$ cat config.mk
export PLATFORM = sky130hd
export DESIGN_NAME = lup_seq
export DESIGN_NICKNAME = d
export VERILOG_FILES = /design/src/rtl/lup_pkg.sv /design/src/rtl/lup_sync.sv /design/src/rtl/lup_pulse_qual.sv /design/src/rtl/lup_timer.sv /design/src/rtl/lup_seq.sv
export SDC_FILE = /design/constraint.sdc
export NUM_CORES = 1
export LEC_CHECK = 0
export BUFFER_PORTS_ARGS = -buffer_cell sky130_fd_sc_hd__buf_2
export CORE_ASPECT_RATIO = 1.1
export CORE_MARGIN = 2
export CORE_UTILIZATION = 55
export CTS_CLUSTER_DIAMETER = 40
export DETAILED_ROUTE_END_ITERATION = 8
export PLACE_DENSITY = 0.72
export SYNTH_ARGS = -nofsm -noshare
export SYNTH_HDL_FRONTEND = slang
export SYNTH_HIERARCHICAL = 1
export SYNTH_SLANG_ARGS = --single-unit
$ cat constraint.sdc
create_clock -name clk -period 7.59 [get_ports clk]
set_clock_uncertainty 0.1 [all_clocks]
set_input_delay 0.3795 -clock clk [delete_from_list [all_inputs] [get_ports clk]]
set_output_delay 0.3795 -clock clk [all_outputs]
set_load 0.01 [all_outputs]
$ cat src/rtl/lup_pkg.sv
package lup_pkg;

    typedef enum logic [2:0] {
        ST_IDLE,
        ST_DECIDE,
        ST_OFF,
        ST_RELEASE,
        ST_INVALID,
        ST_DEGRADED
    } lup_state_e;

    typedef struct packed {
        logic pwr_en;
        logic status;
        logic valid;
    } lup_flags_t;

    function automatic lup_flags_t flags_of(lup_state_e s);
        lup_flags_t f;
        f.pwr_en = (s != ST_OFF);
        f.status = (s == ST_DECIDE) || (s == ST_OFF) || (s == ST_RELEASE);
        f.valid  = !((s == ST_OFF) || (s == ST_RELEASE) || (s == ST_INVALID));
        return f;
    endfunction

    function automatic int max5(int a, int b, int c, int d, int e);
        int m;
        m = a;
        if (b > m) m = b;
        if (c > m) m = c;
        if (d > m) m = d;
        if (e > m) m = e;
        return m;
    endfunction

endpackage

$ cat src/rtl/lup_sync.sv
module lup_sync #(
    parameter int W = 2
) (
    input  logic         clk,
    input  logic         rst,
    input  logic [W-1:0] d,
    output logic [W-1:0] q
);
    for (genvar i = 0; i < W; i++) begin : g_bit
        logic s1, s2;
        always_ff @(posedge clk) begin
            if (rst) begin
                s1 <= 1'b0;
                s2 <= 1'b0;
            end else begin
                s1 <= d[i];
                s2 <= s1;
            end
        end
        assign q[i] = s2;
    end
endmodule

$ cat src/rtl/lup_pulse_qual.sv
module lup_pulse_qual #(
    parameter int MIN_CYC = 500
) (
    input  logic clk,
    input  logic rst,
    input  logic lvl,
    output logic hit
);
    localparam int CW = $clog2(MIN_CYC + 2);
    localparam logic [CW-1:0] SAT = CW'(MIN_CYC + 1);
    localparam logic [CW-1:0] THR = CW'(MIN_CYC);

    logic [CW-1:0] cnt;

    always_ff @(posedge clk) begin
        if (rst || !lvl) cnt <= '0;
        else if (cnt != SAT) cnt <= cnt + 1'b1;
    end

    // one-cycle strobe on the first cycle the level exceeds MIN_CYC
    assign hit = lvl && (cnt == THR);
endmodule

$ cat src/rtl/lup_timer.sv
module lup_timer #(
    parameter int W = 8
) (
    input  logic         clk,
    input  logic         rst,
    input  logic         load,
    input  logic [W-1:0] load_val,
    output logic         done
);
    logic [W-1:0] cnt;

    always_ff @(posedge clk) begin
        if (rst) cnt <= '0;
        else if (load) cnt <= load_val;
        else if (cnt != '0) cnt <= cnt - 1'b1;
    end

    assign done = (cnt == '0);
endmodule

$ cat src/rtl/lup_seq.sv
module lup_seq
    import lup_pkg::*;
#(
    parameter int DECIDE_CYC  = 1000,
    parameter int OFF_CYC     = 5000,
    parameter int RELEASE_CYC = 50,
    parameter int INVALID_CYC = 2500,
    parameter int SETTLE_CYC  = 500000,
    parameter int TEST_CYC    = 500
) (
    input  logic clk,
    input  logic rst,
    input  logic oc_det,
    input  logic selftest,
    output logic pwr_en,
    output logic prot_status,
    output logic outs_valid,
    output logic full_acc
);
    localparam int MAXC = max5(DECIDE_CYC, OFF_CYC, RELEASE_CYC, INVALID_CYC, SETTLE_CYC);
    localparam int TW   = $clog2(MAXC + 1);

    logic [1:0]    sync_q;
    logic          oc_s, tst_s, t_hit, trig;
    logic          tmr_done, ld;
    logic [TW-1:0] ld_val;
    lup_state_e    state, nxt;
    logic          held_q, forced_q, acc_q;
    lup_flags_t    fl;

    lup_sync #(.W(2)) u_sync (
        .clk (clk),
        .rst (rst),
        .d   ({selftest, oc_det}),
        .q   (sync_q)
    );
    assign oc_s  = sync_q[0];
    assign tst_s = sync_q[1];

    lup_pulse_qual #(.MIN_CYC(TEST_CYC)) u_qual (
        .clk (clk),
        .rst (rst),
        .lvl (tst_s),
        .hit (t_hit)
    );

    lup_timer #(.W(TW)) u_tmr (
        .clk      (clk),
        .rst      (rst),
        .load     (ld),
        .load_val (ld_val),
        .done     (tmr_done)
    );

    assign trig = oc_s || t_hit;

    always_comb begin
        nxt    = state;
        ld     = 1'b0;
        ld_val = '0;
        unique case (state)
            ST_IDLE: if (trig) begin
                nxt = ST_DECIDE; ld = 1'b1; ld_val = TW'(DECIDE_CYC - 1);
            end
            ST_DECIDE: if (tmr_done) begin
                if (forced_q || (held_q && oc_s)) begin
                    nxt = ST_OFF; ld = 1'b1; ld_val = TW'(OFF_CYC - 1);
                end else if (acc_q) begin
                    nxt = ST_IDLE;
                end else begin
                    nxt = ST_DEGRADED; ld = 1'b1; ld_val = TW'(SETTLE_CYC - 1);
                end
            end
            ST_OFF: if (tmr_done) begin
                nxt = ST_RELEASE; ld = 1'b1; ld_val = TW'(RELEASE_CYC - 1);
            end
            ST_RELEASE: if (tmr_done) begin
                nxt = ST_INVALID; ld = 1'b1; ld_val = TW'(INVALID_CYC - 1);
            end
            ST_INVALID: if (tmr_done) begin
                nxt = ST_DEGRADED; ld = 1'b1; ld_val = TW'(SETTLE_CYC - 1);
            end
            ST_DEGRADED: begin
                if (trig) begin
                    nxt = ST_DECIDE; ld = 1'b1; ld_val = TW'(DECIDE_CYC - 1);
                end else if (tmr_done) begin
                    nxt = ST_IDLE;
                end
            end
            default: nxt = ST_IDLE;
        endcase
    end

    always_ff @(posedge clk) begin
        if (rst) begin
            state    <= ST_IDLE;
            held_q   <= 1'b0;
            forced_q <= 1'b0;
            acc_q    <= 1'b1;
        end else begin
            state <= nxt;
            if (state != ST_DECIDE && nxt == ST_DECIDE) begin
                held_q   <= 1'b1;
                forced_q <= t_hit;
            end else if (state == ST_DECIDE) begin
                held_q <= held_q && oc_s;
            end
            if (state != ST_OFF && nxt == ST_OFF) acc_q <= 1'b0;
            else if (state == ST_DEGRADED && nxt == ST_IDLE) acc_q <= 1'b1;
        end
    end

    assign fl          = flags_of(state);
    assign pwr_en      = fl.pwr_en;
    assign prot_status = fl.status;
    assign outs_valid  = fl.valid;
    assign full_acc    = acc_q;
endmodule

* After elaboration in Yosys (flattened, before gate mapping)
Cells that the tools add are included.
** Storage, ports and cells
- Memory bits (read-only) :: 0
- Memories :: 0
- Logic and storage cells :: 76
- Output and inout bits :: 4
- Bits in writable memories :: 0
- Flip-flop bits (word level) :: 38
- Latch bits :: 0
** Cells by class
- Bitwise operators :: 0
- Divide/modulo/power cells :: 0
- Equal/unequal tests :: 11
- Mux-type cells :: 30
- Shift-type cells :: 0
- Reduce and logical (&&, ||, !) cells :: 23
- Magnitude comparators :: 0
- $mul :: 0
- $add $sub $neg :: 2
** Operator list (count)
- $mux 19 :: 6
- $pmux 19 s5 :: 1
- $mux 3 :: 9
- $logic_not 19->1 :: 1
- $reduce_bool 19->1 :: 1
- $sub 19x1->19 const B :: 1
- $pmux 3 s6 :: 1
- $mux 12 :: 1
- $mux 10 :: 1
- $add 9x1->9 const B :: 1
- $eq 3x2->1 const B :: 3
- $eq 9x9->1 const B :: 1
- $mux 1 :: 9
- $ne 9x9->1 const B :: 1
- $logic_or 1x1->1 :: 7
- $eq 3x1->1 const B :: 2
- $eq 3x3->1 const B :: 2
- $logic_not 3->1 :: 2
- $mux 6 :: 1
- $reduce_bool 2->1 :: 3
- $logic_and 1x1->1 :: 5
- $ne 3x1->1 const B :: 1
- $ne 3x2->1 const B :: 1
- $pmux 1 s3 :: 1
- other kinds (3) :: 4

* Logic depth before layout (Yosys ltp)
- Word-level depth :: 9
- Gate-level depth with buffers :: 15

* Hierarchy
The synthesis kept the hierarchy.
** By module, submodules not included
- lup_timer :: times used 1, cells an instance 138, area each 1104.8 um^2, sequential area each 380.4 um^2
- lup_seq :: times used 1, cells an instance 74, area each 531.8 um^2, sequential area each 120.1 um^2
- lup_pulse_qual :: times used 1, cells an instance 54, area each 473.0 um^2, sequential area each 180.2 um^2
- lup_sync :: times used 1, cells an instance 10, area each 120.1 um^2, sequential area each 80.1 um^2

* Least setup slack after synthesis
No wires, ideal clock.
- Kind :: reg-to-reg
- Start :: register u_tmr.cnt[0]
- End :: register u_tmr.cnt[15]
- Path slack :: 4.205 ns
- Stages on the path, launching flop included :: 16
- Library setup time :: 0.092 ns
- Data required time :: 7.398 ns
- Data arrival time :: 3.193 ns
- Cells stage by stage :: dfxtp_1 > inv_1 > ha_1 > nor4b_2 > nand4_1 > clkbuf_1 > nor2_1 > nand2_1 > or2_4 > nor3_4 > a221o_1 > nor2b_1 > buf_1 > nand2_1 > and4_1 > nor4_1
** Between the ends
- Longest elaborated chain between the ends :: 4
** Ends and longest elaborated chain
- start: declaration :: RTL line lup_timer.sv:10 : logic [W-1:0] cnt;
- start signal: assignment :: RTL line lup_timer.sv:14 : else if (load) cnt <= load_val;
- start signal: assignment :: RTL line lup_timer.sv:15 : else if (cnt != '0) cnt <= cnt - 1'b1;
- $logic_not 19->1 (*) :: RTL line lup_timer.sv:18 : assign done = (cnt == '0);
- named net tmr_done :: RTL line lup_seq.sv:25 : logic tmr_done, ld;
- $mux 1, on equally long branches
- $pmux 1 s3 (*) :: RTL line lup_seq.sv:61 : unique case (state)
- named net ld :: RTL line lup_seq.sv:25
- $mux 19 or $reduce_bool 2->1 (tied branches)
Mark *: on every way through the listed nets, which the timed path passes. The rest lies on a longest branch. The select of a mux whose other input is x is not followed.
A chain may end at the register's enable or synchronous reset.

* Final worst setup path
Ends and elaborated chain as after synthesis.

==> flow_summary.yaml <==
sta:
  slew_viol_final: 0
  hold_viol: 0
  rsz0062_at_grt: "false"
  finalSetupViolCount: 0
  fmax_mhz: 222
  setup_tns_ns: 0
  slew-limit-headroom: 0.403
  fin_crit_sh: 0.593
  finalCriticalPeriod_ns: 4.50
  tightest_slew_ns: 0.888
floorplan:
  core_um2: 3930
  dieArea_um2: 4580
  initial_utilization: 0.567
  die_w_um: 64.7
  die_h_um: 70.8
  io_pins: 8
  rows: 24
critical_path:
  cp_cell_sequence: "inv_1 > ha_1 > nor4b_2 > nand4_1 > nor2_1 > nand2_1 > or2_4 > nor3_4 > a221o_1 > nor2b_1 > nand2_1 > and4_1 > nor4_1"
  cp_slowest_stage_delay_ns: 0.62
  critPathLaunch: "u_tmr/cnt[0]"
  end_kind: "flip-flop"
  path_max_fanout: 13
  path_common_cell: "nand2_1"
  cp.required_ns: 7.69
  start_kind: "flip-flop"
  critPathKind: "flip-flop to flip-flop"
  path_buf_inv: 1
  worstPathArrival_ns: 4.60
  critPathTopFamily: "simple AND/OR/NAND/NOR gates"
  cpMaxStageDelayCell: "nor2_1"
  r2r-start: "u_tmr/cnt[0]"
global_routing:
  overflow: 0
  grt_max_degree: 30
  grt_usage: 0.235
  grt_pass1_wl_mm: 8.49
  grt_busiest_layer: "met2"
  grtUsageMet3: 0.0350
  grt_pass1_vias: 1834
  grtUsageMet2: 0.383
  grt_antenna_before_repair: 0
  met1_usage: 0.315
routing:
  first_pass_iters: 4
  avgViaCountPerCell: 6.22
  ant_nets: 0
  wl_mm: 5.01
  wl_per_cell_um: 15.1
  vias: 2066
  drc_errors: 0
  drtIter0Drc: 205
power:
  irDropWorstVdd_mv: 0.164
  pwr_density_cell_nw_per_um2: 321
  p_leak_nw: 0.837
outcome:
  status: "finished, final reports clean"
clock_network:
  cts_buffers: 5
  clk_pin_slew_worst_paths_ns: 0.07
  insertion_delay_ns: 0.29
  clock_sink_count: 38
  clockBufferDepth: 2
  cts_tree: "done"
  htreeDepth: 2
  post_cts_buffers: 0
  cts-resized-gates: 0
  ctsHoldBuffers: 0
  cts-root-buf: "clkbuf_8"
synth:
  synth_area_per_cell_um2: 8.08
  synth_edf_count: 0
  synth.distinct_cells: 64
  synth_area_leaders: "dfxtp_1 (34%), nand2_1 (4.7%), a21oi_1 (3.8%)"
  synth.yosys.seq_area_share: 0.341
  netlist_area_um2: 2230
  ys_seq_elements: 38
  synth_top_area_frac: 0.341
  synth_cells: 276
  async_reset_ff_frac: 0
  yosysWarningCount: 6
  yosysTopAreaCell: "dfxtp_1"
  ys.flop_type: "dfxtp_1"
worst_hold_path:
  hold_path_class: "input pin to flip-flop"
  min_from: "selftest"
final_layout:
  final_cells: 332
  area_growth_pct: 6.73
  n_fill_cell: 368
  fin_nets: 287
  mostFrequentLayoutCells: "dfxtp_1 (38), nand2_1 (28), nor2_1 (19)"
  drive_gt1_frac: 0.111
  diodes: 0
  final_common_cell: "dfxtp_1"
placement:
  dp.cells: 324
  portBuffers: 7
  place.gp.congestion: 0.956
  dpl.hpwl_mm: 3.60
run:
  maxCapViolCount: 0
-- sequential cells by signal (all words and copies together), names as in the netlist --
| name | flops |
|---|---|
| u_sync/g_bit.s1 | 2 |
| u_tmr/cnt | 19 |
| forced_q | 1 |
| full_acc | 1 |
| u_sync/g_bit.s2 | 2 |
| held_q | 1 |
| state | 3 |
| u_qual/cnt | 9 |
-- synth_stat cells, types with 3 or more instances --
master	instances
ha_1	4
nand3_1	6
nor3_1	12
xor2_1	3
nand4_1	5
nor2b_1	7
a2111oi_0	3
nor4_1	5
a21oi_1	17
inv_1	11
clkbuf_1	5
xnor2_1	7
dfxtp_1	38
nand2_1	28
or4_1	6
buf_4	4
or3_1	11
o21bai_1	3
o31ai_1	4
a31oi_1	7
nor2_1	19
o21ai_0	17
-- path summary, 6_finish.rpt --
| kind | end | slack, ns | cells past startpoint |
|---|---|---|---|
| setup / recovery | u_tmr/cnt[15] | 3.09 | 13 |
| hold / removal | u_sync/g_bit[1].s1 | 0.20 | 2 |
| setup reg to reg | u_tmr/cnt[15] | 3.09 | 13 |
| hold reg to reg | u_sync/g_bit[1].s2 | 0.35 | 1 |
-- final cells by class --
cell class / count / area [um^2] / area share
clock buffer: 5 / 68.8 / 0.0289
tap: 52 / 65.1 / 0.0273
inverter: 12 / 45.0 / 0.0189
clock inverter: 3 / 40.0 / 0.0168
sequential: 38 / 761 / 0.320
timing repair buffer: 7 / 35.0 / 0.0147
multi-input combinational: 215 / 1370 / 0.574
-- metrics by stage --
step	util	area [um^2]	total power, mW	hold WS [ns]	worst slack (ns)
floorplan	-	2230	0.530	0.314	4.21
global placement	0.577	2270	0.592	0.318	3.45
detailed placement	0.577	2270	0.594	0.326	3.24
CTS	0.605	2380	0.764	0.197	3.21
global route	0.605	2380	0.814	0.216	2.78
finish	0.605	2380	0.764	0.203	3.09
-- power by group --
part,internal (mW),switching (mW)
clock,0.0967,0.0700
combinational,0.132,0.183
sequential,0.235,0.0478
total,0.464,0.300
-- per-layer routing --
layer  up-vias  part of all wire
met4         0             0.016
met1       972              0.47
met2        54              0.48
met5         -                 0
met3         8             0.039
li1       1032                 -
-- cells by family after synthesis --
group | count (synthesis) | share of synthesized area
AOI/OAI and AO/OA | 77 | 0.229
xor gates and xnor gates | 10 | 0.0393
adders and majority gates | 4 | 0.0224
buffers and inverters | 24 | 0.0483
DFF | 38 | 0.341
other | 1 | 0.00168
and+or+nand+nor | 122 | 0.318
Power figures use the tool's default switching activity.
